**src/rtl/mcell_reg_pkg.sv**
```systemverilog
// Package: shared encodings of the register cell configuration fields.
// Assumes: field values are fixed while the cell runs.
package mcell_reg_pkg;

    localparam int MODE_W  = 3;
    localparam int DSEL_W  = 2;
    localparam int ARSEL_W = 2;

    typedef enum logic [MODE_W-1:0] {
        MD_D     = 3'd0,
        MD_T     = 3'd1,
        MD_JK    = 3'd2,
        MD_SR    = 3'd3,
        MD_LATCH = 3'd4
    } mode_e;

    typedef enum logic [DSEL_W-1:0] {
        DS_XOR   = 2'd0,
        DS_PTERM = 2'd1,
        DS_PIN   = 2'd2,
        DS_ALT   = 2'd3
    } dsel_e;

    typedef enum logic [ARSEL_W-1:0] {
        AR_OFF   = 2'd0,
        AR_GCLR  = 2'd1,
        AR_PTERM = 2'd2,
        AR_BOTH  = 2'd3
    } arsel_e;

endpackage

```
**src/rtl/mcell_src_sel.sv**
```systemverilog
// Module: chooses the data value, the logic clock and the clock-enable
// qualification for the register cell.
// Assumes: select fields are static; a clock select at or above NUM_GCLK
// means the product-term clock, which the enable never gates.
module mcell_src_sel
    import mcell_reg_pkg::*;
#(
    parameter int NUM_GCLK = 3,
    parameter int KSEL_W   = 2
) (
    input  dsel_e               dsel,
    input  logic [KSEL_W-1:0]   ksel,
    input  logic                ce_use,
    input  logic                xor_in,
    input  logic                pt_data,
    input  logic                pin_in,
    input  logic [NUM_GCLK-1:0] gclk,
    input  logic                pt_clk,
    input  logic                pt_ce,
    output logic                d_sel,
    output logic                sel_clk,
    output logic                clk_ok
);

    logic is_global;

    // Data multiplexer: pick XOR result, spare term or pin value.
    always_comb begin
        case (dsel)
            DS_PTERM: d_sel = pt_data;
            DS_PIN:   d_sel = pin_in;
            default:  d_sel = xor_in;
        endcase
    end

    // Clock multiplexer: one of the global clocks, else the product-term clock.
    always_comb begin
        sel_clk   = pt_clk;
        is_global = 1'b0;
        for (int i = 0; i < NUM_GCLK; i++) begin
            if (ksel == KSEL_W'(i)) begin
                sel_clk   = gclk[i];
                is_global = 1'b1;
            end
        end
    end

    // Enable qualification: applies only to a global clock with enable use set.
    always_comb begin
        clk_ok = !(ce_use && is_global) || pt_ce;
    end

endmodule

```
**src/rtl/mcell_async_ctl.sv**
```systemverilog
// Module: resolves the forcing clear and preset requests from their
// configured sources.
// Assumes: priority between the two is applied by the consumer.
module mcell_async_ctl
    import mcell_reg_pkg::*;
(
    input  arsel_e arsel,
    input  logic   ap_use,
    input  logic   gclr,
    input  logic   pt_ar,
    input  logic   pt_ap,
    output logic   clr_act,
    output logic   pre_act
);

    // Clear source: off, global clear, product term, or both ORed.
    always_comb begin
        case (arsel)
            AR_GCLR:  clr_act = gclr;
            AR_PTERM: clr_act = pt_ar;
            AR_BOTH:  clr_act = gclr | pt_ar;
            default:  clr_act = 1'b0;
        endcase
    end

    // Preset source: product term when enabled, else off.
    always_comb begin
        pre_act = ap_use & pt_ap;
    end

endmodule

```
**src/rtl/mcell_next_state.sv**
```systemverilog
// Module: computes the value a flip-flop mode takes at a clock edge.
// Assumes: latch mode is handled outside; unknown modes act as D.
module mcell_next_state
    import mcell_reg_pkg::*;
(
    input  mode_e mode,
    input  logic  cur,
    input  logic  d_sel,
    input  logic  jset,
    input  logic  kclr,
    output logic  nxt
);

    // Mode table for D, T, JK and SR operation.
    always_comb begin
        case (mode)
            MD_T:  nxt = cur ^ d_sel;
            MD_JK: begin
                case ({jset, kclr})
                    2'b10:   nxt = 1'b1;
                    2'b01:   nxt = 1'b0;
                    2'b11:   nxt = ~cur;
                    default: nxt = cur;
                endcase
            end
            MD_SR: begin
                case ({jset, kclr})
                    2'b10:   nxt = 1'b1;
                    2'b01:   nxt = 1'b0;
                    default: nxt = cur;
                endcase
            end
            default: nxt = d_sel;
        endcase
    end

endmodule

```
**src/rtl/mcell_reg.sv**
```systemverilog
// Module: one-bit multi-mode register cell of a programmable logic cell.
// Samples the chosen logic clock on the system clock, detects its rising
// edge, and updates the bit by mode; clear and preset force the output in
// the same cycle and load the bit.
// Assumes: cfg is static; logic clocks are slower than the system clock.
module mcell_reg
    import mcell_reg_pkg::*;
#(
    parameter  int NUM_GCLK = 3,
    localparam int KSEL_W   = $clog2(NUM_GCLK + 1),
    localparam int CFG_W    = MODE_W + DSEL_W + KSEL_W + 1 + ARSEL_W + 1
) (
    input  logic                clk,
    input  logic                rst_n,
    input  logic [CFG_W-1:0]    cfg,
    input  logic                xor_in,
    input  logic                pt_data,
    input  logic                pin_in,
    input  logic [NUM_GCLK-1:0] gclk,
    input  logic                pt_clk,
    input  logic                pt_ce,
    input  logic                gclr,
    input  logic                pt_ar,
    input  logic                pt_ap,
    output logic                q
);

    localparam int P_MODE = 0;
    localparam int P_DSEL = P_MODE + MODE_W;
    localparam int P_KSEL = P_DSEL + DSEL_W;
    localparam int P_CE   = P_KSEL + KSEL_W;
    localparam int P_AR   = P_CE + 1;
    localparam int P_AP   = P_AR + ARSEL_W;

    mode_e             mode;
    dsel_e             dsel;
    arsel_e            arsel;
    logic [KSEL_W-1:0] ksel;
    logic              ce_use;
    logic              ap_use;
    logic              is_latch;

    logic d_sel, sel_clk, clk_ok;
    logic clr_act, pre_act;
    logic nxt;
    logic state_q, clk_q, rise;

    // Configuration decode into typed fields.
    always_comb begin
        mode     = mode_e'(cfg[P_MODE +: MODE_W]);
        dsel     = dsel_e'(cfg[P_DSEL +: DSEL_W]);
        ksel     = cfg[P_KSEL +: KSEL_W];
        ce_use   = cfg[P_CE];
        arsel    = arsel_e'(cfg[P_AR +: ARSEL_W]);
        ap_use   = cfg[P_AP];
        is_latch = (mode == MD_LATCH);
    end

    mcell_src_sel #(
        .NUM_GCLK (NUM_GCLK),
        .KSEL_W   (KSEL_W)
    ) u_src (
        .dsel    (dsel),
        .ksel    (ksel),
        .ce_use  (ce_use),
        .xor_in  (xor_in),
        .pt_data (pt_data),
        .pin_in  (pin_in),
        .gclk    (gclk),
        .pt_clk  (pt_clk),
        .pt_ce   (pt_ce),
        .d_sel   (d_sel),
        .sel_clk (sel_clk),
        .clk_ok  (clk_ok)
    );

    mcell_async_ctl u_async (
        .arsel   (arsel),
        .ap_use  (ap_use),
        .gclr    (gclr),
        .pt_ar   (pt_ar),
        .pt_ap   (pt_ap),
        .clr_act (clr_act),
        .pre_act (pre_act)
    );

    mcell_next_state u_next (
        .mode  (mode),
        .cur   (state_q),
        .d_sel (d_sel),
        .jset  (xor_in),
        .kclr  (pt_data),
        .nxt   (nxt)
    );

    // Rising-edge detect of the chosen logic clock.
    always_comb begin
        rise = sel_clk & ~clk_q;
    end

    // Storage: system reset, then clear, preset, latch or edge update.
    always_ff @(posedge clk) begin
        clk_q <= sel_clk;
        if (!rst_n) begin
            state_q <= 1'b0;
        end else if (clr_act) begin
            state_q <= 1'b0;
        end else if (pre_act) begin
            state_q <= 1'b1;
        end else if (is_latch) begin
            if (sel_clk && clk_ok) begin
                state_q <= d_sel;
            end
        end else if (rise && clk_ok) begin
            state_q <= nxt;
        end
    end

    // Output: forcing controls first, then open latch, else stored bit.
    always_comb begin
        if (clr_act) begin
            q = 1'b0;
        end else if (pre_act) begin
            q = 1'b1;
        end else if (is_latch && sel_clk && clk_ok) begin
            q = d_sel;
        end else begin
            q = state_q;
        end
    end

    AST_CLEAR_LOADS_ZERO: assert property (@(posedge clk) disable iff (!rst_n)
        clr_act |=> (state_q == 1'b0));
    AST_CLEAR_BEATS_PRESET: assert property (@(posedge clk) disable iff (!rst_n)
        (clr_act && pre_act) |=> !state_q);
    AST_PRESET_LOADS_ONE: assert property (@(posedge clk) disable iff (!rst_n)
        (pre_act && !clr_act) |=> state_q);
    AST_HOLD_WITHOUT_EDGE: assert property (@(posedge clk) disable iff (!rst_n)
        (!is_latch && !rise && !clr_act && !pre_act) |=> $stable(state_q));
    AST_ENABLE_BLOCKS: assert property (@(posedge clk) disable iff (!rst_n)
        (!clk_ok && !clr_act && !pre_act) |=> $stable(state_q));
    AST_T_TOGGLES: assert property (@(posedge clk) disable iff (!rst_n)
        (mode == MD_T && rise && clk_ok && d_sel && !clr_act && !pre_act)
        |=> (state_q != $past(state_q)));
    AST_LATCH_CAPTURES: assert property (@(posedge clk) disable iff (!rst_n)
        (is_latch && sel_clk && clk_ok && !clr_act && !pre_act)
        |=> (state_q == $past(d_sel)));

endmodule

```
**config.mk**
```make
export PLATFORM = sky130hd
export DESIGN_NAME = mcell_reg
export DESIGN_NICKNAME = d
export VERILOG_FILES = /design/src/rtl/mcell_reg_pkg.sv /design/src/rtl/mcell_src_sel.sv /design/src/rtl/mcell_async_ctl.sv /design/src/rtl/mcell_next_state.sv /design/src/rtl/mcell_reg.sv
export SDC_FILE = /design/constraint.sdc
export NUM_CORES = 1
export LEC_CHECK = 0
export BUFFER_PORTS_ARGS = -buffer_cell sky130_fd_sc_hd__buf_2
export CAP_MARGIN = 20
export CORE_AREA = 3 3 40 42
export CTS_BUF_LIST = sky130_fd_sc_hd__clkbuf_8
export DETAILED_ROUTE_END_ITERATION = 10
export DIE_AREA = 0 0 43 45
export PLACE_DENSITY_LB_ADDON = 0.05
export SYNTH_ARGS = -nofsm -noshare
export SYNTH_HDL_FRONTEND = slang
export SYNTH_SLANG_ARGS = --single-unit
export TNS_END_PERCENT = 100
```
**constraint.sdc**
```tcl
create_clock -name clk -period 1.7 [get_ports clk]
set_clock_uncertainty 0.2 [all_clocks]
set_input_delay 0.34 -clock clk [delete_from_list [all_inputs] [get_ports clk]]
set_output_delay 0.34 -clock clk [all_outputs]
set_load 0.02 [all_outputs]
```
* Yosys cells after proc, flatten, opt, wreduce, memory -nomap -nowiden
Cells that the tools add are included.
** Word-level totals
- Bits in registers :: 2
- Word-level logic and storage cells :: 55
** Operators by class
- Eq/ne operators :: 17
- Mux-type cells :: 18
- Bitwise gates (word level) :: 7
- Reduce and logical (&&, ||, !) cells :: 11
** Operators by type and width (number)
- 1-bit two-way mux :: 13
- 2-bit equality test, second input constant :: 6
- 1-bit one-hot mux with 3 select lines :: 3
- 2-bit by 1-bit equality test with 1-bit output, second input constant :: 4
- 3-bit by 2-bit equality test with 1-bit output, second input constant :: 2
- 6-bit by 3-bit inequality test with 1-bit output, second input constant :: 1
- 1-bit logical AND :: 5
- 5-bit by 3-bit inequality test with 1-bit output, second input constant :: 1
- 1-bit one-hot mux with 2 select lines :: 2
- 4-bit AND reduction :: 1
- 3-bit by 1-bit equality test with 1-bit output, second input constant :: 1
- 3-bit equality test, second input constant :: 1
- 3-bit by 1-bit inequality test with 1-bit output, second input constant :: 1
- 1-bit NOT :: 3
- 3-bit nonzero test :: 1
- 1-bit bitwise AND :: 2
- 2-bit logical NOT :: 1
- 2-bit OR reduction :: 1
- 1-bit logical NOT :: 1
- 1-bit logical OR :: 1
- 1-bit bitwise OR :: 1
- 1-bit bitwise XOR :: 1

* Longest topological paths before layout
Gate-level depths: netlist of run 1.
- Word-level depth :: 11
- Gate-level depth with buffers :: 7
- Depth with buffers taken out :: 7

* By module
A second synthesis of run 1 with hierarchy kept.
** Second synthesis, totals
- Cells, all modules :: 40
- Area, all modules :: 321.6 µm²
** Modules (own cells, without submodules)
- mcell_reg :: instances 1, cells an instance 15, area an instance 123.9 µm², seq. area each 40.0 µm²
- mcell_next_state :: instances 1, cells an instance 13, area an instance 100.1 µm², seq. area each 0.0 µm²
- mcell_src_sel :: instances 1, cells an instance 10, area an instance 82.6 µm², seq. area each 0.0 µm²
- mcell_async_ctl :: instances 1, cells an instance 2, area an instance 15.0 µm², seq. area each 0.0 µm²

* Worst setup path before layout of run 1
Ideal clock, no wire load.
- Path kind :: input to output
- Start point :: input cfg[6]
- End point :: output q
- Data arrival time :: 1.511 ns
- Data required time :: 1.160 ns
- Slack :: -0.351 ns
- Cell stages on the path :: 5
- Path buffers :: 0
- Cell sequence :: mux4_2 a21boi_2 nand3_1 mux2i_1 a21boi_1
** Between the ends
- Longest elaborated chain between the ends :: 11
- Elaborated cells between the ends (all ways) :: 17
- Those cells by class :: eq/ne: 2; mux: 9; reduce/logical: 6
** Ends and longest elaborated chain
- start, declared :: RTL line mcell_reg.sv:15 : input logic [CFG_W-1:0] cfg,
- 2-bit logical NOT :: RTL line mcell_src_sel.sv:41 : if (ksel == KSEL_W'(i)) begin
- 1-bit two-way mux (3 in a row) :: RTL line mcell_src_sel.sv:41
- 1-bit logical AND :: RTL line mcell_src_sel.sv:50 : clk_ok = !(ce_use && is_global) || pt_ce;
- 1-bit logical NOT :: RTL line mcell_src_sel.sv:50
- 1-bit logical OR :: RTL line mcell_src_sel.sv:50
- 1-bit logical AND (*) :: RTL line mcell_reg.sv:125 : end else if (is_latch && sel_clk && clk_ok) begin
- 1-bit two-way mux (*) :: RTL line mcell_reg.sv:125
- 1-bit two-way mux (*) :: RTL line mcell_reg.sv:123 : end else if (pre_act) begin
- 1-bit two-way mux (*) :: RTL line mcell_reg.sv:121 : if (clr_act) begin
- end, declared :: RTL line mcell_reg.sv:25 : output logic q
Every way passes the cells marked *; elsewhere a longest branch is shown, timed or not.

* Final worst setup path of run 1
- Start point :: input cfg[6]
- End point :: output q
** Between the ends
- Elaborated cells between the ends (all ways) :: 17
- Those cells by class :: eq/ne: 2; mux: 9; reduce/logical: 6
** RTL lines
- 2-bit logical NOT :: RTL line mcell_src_sel.sv:41
- 1-bit two-way mux (2 in a row) :: RTL line mcell_src_sel.sv:41
- 1-bit two-way mux (*) :: RTL line mcell_src_sel.sv:41
- net sel_clk :: RTL line mcell_reg.sv:43 : logic d_sel, sel_clk, clk_ok;
- 1-bit logical AND (*) (2 in a row) :: RTL line mcell_reg.sv:125
- 1-bit two-way mux (*) :: RTL line mcell_reg.sv:125
- 1-bit two-way mux (*) :: RTL line mcell_reg.sv:123
- 1-bit two-way mux (*) :: RTL line mcell_reg.sv:121
The timed path passes the listed nets; every way through them passes the cells marked *.

==> impl_metrics.py, run 1 <==
metrics = {
    "min_path": {
        "holdCritPathClass": "input port to register",
        "hold_path_depth": 3,
    },
    "global_route": {
        "grtUsageMet3_pct": 2.79,
        "met1_usage_pct": 12.5,
        "grt_pass1_vias": 402,
        "grt_pass1_wl_um": 1540,
        "grt_util_met2_pct": 17.1,
        "grt_overflow": 0,
        "grt_busiest_layer": "met2",
        "antenna_found_initial": 0,
        "grt_use_total_pct": 10.9,
        "grt_max_degree": 7,
    },
    "yosys": {
        "synth_xor_area_share_pct": 0,
        "syn_nets": 71,
        "synthFlopType": "dfxtp_1",
        "synth.top_cells.by_count": "inv_1 (7), ha_1 (5), nand2_1 (5)",
        "synthAdderAreaFrac_pct": 19.2,
        "yosysTopAreaCell": "ha_1",
        "async_flop_share_pct": 0,
        "yosysSeqAreaShare_pct": 12.3,
        "yosys_warnings": 0,
        "netlist_instances": 42,
        "synthesis.area_um2": 327,
        "synth-compound-area-share_pct": 31.4,
        "synth_top_cell_area_share_pct": 19.2,
        "synth.avg_cell_area_um2": 7.78,
        "synth_edf_count": 0,
        "synth_mux_area_share_pct": 9.96,
        "yosys-top-cells-area": "ha_1 (19%), dfxtp_1 (12%), inv_1 (8.0%), mux4_2 (6.9%), nand2_1 (5.7%)",
        "synth_cell_types": 22,
        "yosys.area_share.simple_pct": 19.2,
        "synth_top_family_by_area": "compound AO/OA/AOI/OAI gates",
        "ys_seq_elements": 2,
        "synth.most_common_cell": "inv_1",
    },
    "finish": {
        "nets": 108,
        "antennaDiodeCount": 0,
        "syn2layout_area_growth_pct": 92.3,
        "drive_above_1_share_pct": 57.1,
        "final_core_util_pct": 48.9,
        "final_cells": 92,
        "final_area_um2": 628,
    },
    "clock_network": {
        "cts_buffer_depth": 2,
        "post_cts_buffers": 0,
        "cts_sinks": 2,
        "clk_pin_slew_ns": 0.03,
        "cts_made_buffers": 3,
        "htree_levels": 1,
        "root_buffer": "clkbuf_8",
        "cts_tree": "done",
        "insertion_delay_ns": 0.21,
    },
    "worst_setup_path": {
        "max_stage_delay_ns": 0.49,
        "start_kind": "input port",
        "crit_path_end": "q",
        "critPathMaxFanout": 2,
        "path_class": "input port to primary output",
        "cp.required_ns": 1.16,
        "crit_arrival_ns": 1.55,
        "endpoint_kind": "primary output",
        "rr_startpoint": "state_q$_SDFFE_PP0P_",
        "slowest_stage": "mux4_2",
        "r2r_slack_ns": 0.36,
        "r2r-end": "state_q$_SDFFE_PP0P_",
        "reg2reg_depth": 4,
        "critPathLaunch": "cfg[6]",
        "path_cells": "buf_8, mux4_2, a21boi_4, nand3_2, mux2i_1, a21boi_2, buf_6",
    },
    "sta": {
        "hold_viol": 0,
        "setup_violations": 1,
        "slew_violations": 0,
        "max_clock_freq_ghz": 0.478,
        "timing.final.crit_share_pct": 123,
        "finalWorstSetupSlack_ns": -0.394,
        "hold_ws_ns": 0.161,
        "maxSlewHeadroom_pct": 77.1,
        "fin_crit_ns": 2.09,
        "rsz0062_at_grt": "true",
        "max_slew.worst_pin.slew_ns": 0.339,
    },
    "status": {
        "outcome": "finished, violations left",
        "violations": "setup timing",
    },
    "run": {
        "drv_cap": 0,
    },
    "power_and_ir_drop": {
        "power.total_uw": 369,
        "power_density_nw_per_um2": 587,
        "power_leakage_uw": 0.000326,
        "ir_drop_v": 0.000409,
    },
    "floorplanning": {
        "fp.dieH_um": 45,
        "core_area_um2": 1280,
        "io_pins": 25,
        "die_w_um": 43,
        "rows": 13,
        "initial_utilization_pct": 25.4,
        "die_area_um2": 1940,
    },
    "place": {
        "dp.cells": 89,
        "hpwl_um": 766,
        "portBuffers": 24,
        "postPlaceCellArea_um2": 552,
        "globalplace.congestion": 0.710,
    },
    "routing": {
        "ant_nets": 0,
        "route.detailed.drc": 0,
        "post_drt_wl_per_cell_um": 10.0,
        "initialDrtViolationCount": 4,
        "vias": 425,
        "routed_wl_um": 921,
        "avgViaCountPerCell": 4.62,
        "drtPass1Iterations": 2,
    },
}
## critical path, delay by kind of cell
kind / cells / cell delay [ns]
AND/OR/NAND/NOR: 1 / 0.07
AO/OA/AOI/OAI: 2 / 0.24
multiplexers: 2 / 0.70
buffers and inverters: 2 / 0.20
## flip-flops by register name (all words and copies together), names as in the netlist
signal	cells
clk_q	1
state_q	1
## report_power, final
part	total [µW]	internal (µW)	switching [µW]	leakage (µW)
Clock	184	149	34.8	0.0000216
Sequential	54.5	51.6	2.90	0.0000166
Combinational	130	76.6	53.6	0.000288
Total	369	278	91.3	0.000326
## metal layers
metal	up-vias	part of all wire [%]
met2	16	50
li1	226	-
met3	2	7.2
met4	0	0.98
met5	-	0
met1	181	42
## cell type report
| class | instances | area (µm²) |
|---|---|---|
| repair buffers | 32 | 203 |
| flip-flops and latches | 2 | 40.0 |
| clock buffers | 3 | 41.3 |
| well taps | 15 | 18.8 |
| inverters | 7 | 26.3 |
| multi-input cells | 33 | 299 |
| fillers | 131 | 657 |
## cells by family after synthesis
family	count (synthesis)
compound gates	13
simple gates	13
buf+inv	7
fa+ha+maj	5
mux	2
flops	2
## cells in the final DEF, fill, tap and decap left out, drive strengths merged
cell type | netlist | routed
a211o | 1 | 1
a21boi | 2 | 2
a21oi | 2 | 2
a221oi | 1 | 1
a22oi | 1 | 1
a311oi | 2 | 2
a31o | 1 | 1
a31oi | 1 | 1
buf | 0 | 32
clkbuf | 0 | 3
dfxtp | 2 | 2
ha | 5 | 5
inv | 7 | 7
mux2i | 1 | 1
mux4 | 1 | 1
nand2 | 5 | 5
nand2b | 1 | 1
nand3 | 1 | 1
nor2 | 3 | 3
nor2b | 1 | 1
nor3b | 2 | 2
o311ai | 1 | 1
o31ai | 1 | 1
## per-stage QoR
step | TNS [ns] | worst slack (ns)
2_1_floorplan | -0.229 | -0.229
3_3_place_gp | -0.671 | -0.473
3_5_place_dp | -0.700 | -0.494
4_1_cts | -0.492 | -0.492
5_1_grt | -0.566 | -0.448
6_report | -0.394 | -0.394
## worst min path at each step
stage,startpoint,end,slack (ns)
after detailed placement,state_q$_SDFFE_PP0P_,state_q$_SDFFE_PP0P_,0.32
after global placement,state_q$_SDFFE_PP0P_,state_q$_SDFFE_PP0P_,0.32
after floorplan,rst_n,state_q$_SDFFE_PP0P_,0.26
after CTS,rst_n,state_q$_SDFFE_PP0P_,0.16
final,rst_n,state_q$_SDFFE_PP0P_,0.16
after global routing,rst_n,state_q$_SDFFE_PP0P_,0.18
## timing repair
action                     4_1_cts  5_1_grt
pin swaps                        2        2
setup endpoints to repair        1        2
hold buffers                     0        0
gates resized for setup          2        5
Note: power is estimated with default switching activity, not from simulation.
==> run 2: changes to the inputs <==
--- a/config.mk
+++ b/config.mk
@@ -7,10 +7,13 @@
 export LEC_CHECK = 0
 export BUFFER_PORTS_ARGS = -buffer_cell sky130_fd_sc_hd__buf_2
 export CAP_MARGIN = 20
-export CORE_AREA = 3 3 40 42
+export CELL_PAD_IN_SITES_DETAIL_PLACEMENT = 0
+export CELL_PAD_IN_SITES_GLOBAL_PLACEMENT = 1
+export CORE_MARGIN = 3
+export CORE_UTILIZATION = 23
 export CTS_BUF_LIST = sky130_fd_sc_hd__clkbuf_8
 export DETAILED_ROUTE_END_ITERATION = 10
-export DIE_AREA = 0 0 43 45
+export GPL_ROUTABILITY_DRIVEN = 0
 export PLACE_DENSITY_LB_ADDON = 0.05
 export SYNTH_ARGS = -nofsm -noshare
 export SYNTH_HDL_FRONTEND = slang
==> impl_metrics.py, run 2 (same netlist as run 1, synthesis figures left out) <==
metrics = {
    "status": {
        "outcome": "finished, violations left",
        "violations": "setup timing",
    },
    "power_and_ir_drop": {
        "switchingPower_uw": 95.4,
        "pwr-share-comb_pct": 34.6,
        "ir_drop_v": 0.000342,
        "pwr-share-clk_pct": 50.8,
        "power_leakage_uw": 0.000332,
        "power.total_uw": 373,
        "swShare_pct": 25.6,
        "intPower_uw": 278,
        "pwr-share-seq_pct": 14.6,
        "power_density_nw_per_um2": 586,
    },
    "clock_network": {
        "cts_buffer_depth": 2,
        "cts_tree": "done",
        "root_buffer": "clkbuf_8",
        "htree_levels": 1,
        "insertion_delay_ns": 0.21,
        "cts_made_buffers": 3,
        "cts_sinks": 2,
        "clk_pin_slew_ns": 0.03,
        "post_cts_buffers": 0,
    },
    "sta": {
        "maxSlewHeadroom_pct": 77.9,
        "setup_violations": 1,
        "hold_viol": 0,
        "rsz0062_at_grt": "true",
        "timing.final.crit_share_pct": 123,
        "setup-tns-final_ns": -0.390,
        "fin_crit_ns": 2.09,
        "max_clock_freq_ghz": 0.478,
        "finalWorstSetupSlack_ns": -0.390,
        "hold_ws_ns": 0.157,
        "max_slew.worst_pin.slew_ns": 0.326,
        "slew_violations": 0,
    },
    "routing": {
        "avgViaCountPerCell": 4.75,
        "drtPass1Iterations": 4,
        "routed_wl_um": 920,
        "initialDrtViolationCount": 9,
        "ant_nets": 0,
        "post_drt_wl_per_cell_um": 10.0,
        "route.detailed.drc": 0,
        "vias": 437,
    },
    "place": {
        "dpl_worst_slack_ns": -0.478,
        "portBuffers": 24,
        "hpwl_um": 812,
        "postPlaceCellArea_um2": 558,
    },
    "global_route": {
        "met1_usage_pct": 12.9,
        "grt_overflow": 0,
        "antenna_found_initial": 0,
        "grt_pass1_vias": 399,
        "grt_pass1_wl_um": 1560,
        "grt_busiest_layer": "met2",
        "grt_util_met2_pct": 16.3,
        "grt_max_degree": 6,
        "grtUsageMet3_pct": 7.88,
        "grt_use_total_pct": 11.7,
    },
    "worst_setup_path": {
        "endpoint_kind": "primary output",
        "start_kind": "input port",
        "critical-path-top-delay-family": "multiplexers",
        "max_stage_delay_ns": 0.50,
        "path_class": "input port to primary output",
        "crit_arrival_ns": 1.55,
        "reg2reg_depth": 4,
        "cp.required_ns": 1.16,
        "critPathMaxFanout": 2,
        "slowest_stage": "mux4_2",
        "cp_num_buf_inv": 2,
        "cp_num_cells": 7,
        "path_cells": "buf_8, mux4_2, a21boi_4, nand3_2, mux2i_1, a21boi_2, buf_6",
    },
    "finish": {
        "layout_commonest_cell": "buf_2",
        "final_cell_mix": "buf_2 (20), buf_4 (10), inv_1 (6)",
        "final_area_um2": 637,
        "nFillCells": 125,
        "syn2layout_area_growth_pct": 95.0,
        "multiInputGateArea_um2": 299,
        "drive_above_1_share_pct": 57.7,
        "nets": 109,
        "regArea_um2": 40.0,
        "top_regs": "clk_q: 1 flops, state_q: 1 flops",
        "antennaDiodeCount": 0,
    },
    "min_path": {
        "holdCritPathClass": "input port to register",
        "hold_path_depth": 3,
    },
    "run": {
        "drv_cap": 0,
    },
    "floorplanning": {
        "rows": 12,
        "die_area_um2": 1910,
        "fp.dieH_um": 43.7,
        "core_area_um2": 1220,
        "die_w_um": 43.7,
        "initial_utilization_pct": 26.9,
        "io_pins": 25,
    },
}
[run 2: path summary, 6_finish.rpt]
| check | start | to | slack, ns |
|---|---|---|---|
| worst min register to register | state_q$_SDFFE_PP0P_ | state_q$_SDFFE_PP0P_ | 0.33 |
| worst max register to register | state_q$_SDFFE_PP0P_ | state_q$_SDFFE_PP0P_ | 0.38 |
| worst min-delay path | rst_n | state_q$_SDFFE_PP0P_ | 0.16 |
| worst max-delay path | cfg[6] | q | -0.39 |
[run 2: power groups by stage]
stage | clock (µW) | combinational [µW] | sequential [µW]
final | 190 | 129 | 54.5
after global routing | 210 | 145 | 54.6
after CTS | 195 | 123 | 54.3
after detailed placement | 0 | 119 | 54.6
after global placement | 0 | 119 | 55.0
after floorplan | 0 | 59.3 | 53.9
[run 2: per-stage QoR]
step | instances | utilization [%]
finish | 92 | 52.4
global placement | 89 | 45.9
CTS | 92 | 50.2
global route | 92 | 52.4
detailed placement | 89 | 45.9
floorplan | 42 | -
[run 2: per-layer routing]
metal	up-vias	wire [µm]
met5	-	0
met4	0	22
met3	5	126
met2	25	404
met1	178	366
li1	229	-
[run 2: area by class of cell]
class,instances,area share (%)
inverters,7,4.13
repair buffers,33,33.4
well taps,14,2.75
clock buffers,3,6.48
flip-flops and latches,2,6.29
multi-input cells,33,47.0
[run 2: repair_timing]
| action | in CTS | in global routing |
|---|---|---|
| gates resized for setup | 3 | 5 |
| pin swaps | 2 | 2 |
| endpoints found under the setup margin | 2 | 2 |
| hold buffers | 0 | 0 |
[run 2: tightest hold or removal path: stages]
cell	delay [ns]
buf_2	0.09
nand2_1	0.05
a31oi_1	0.03
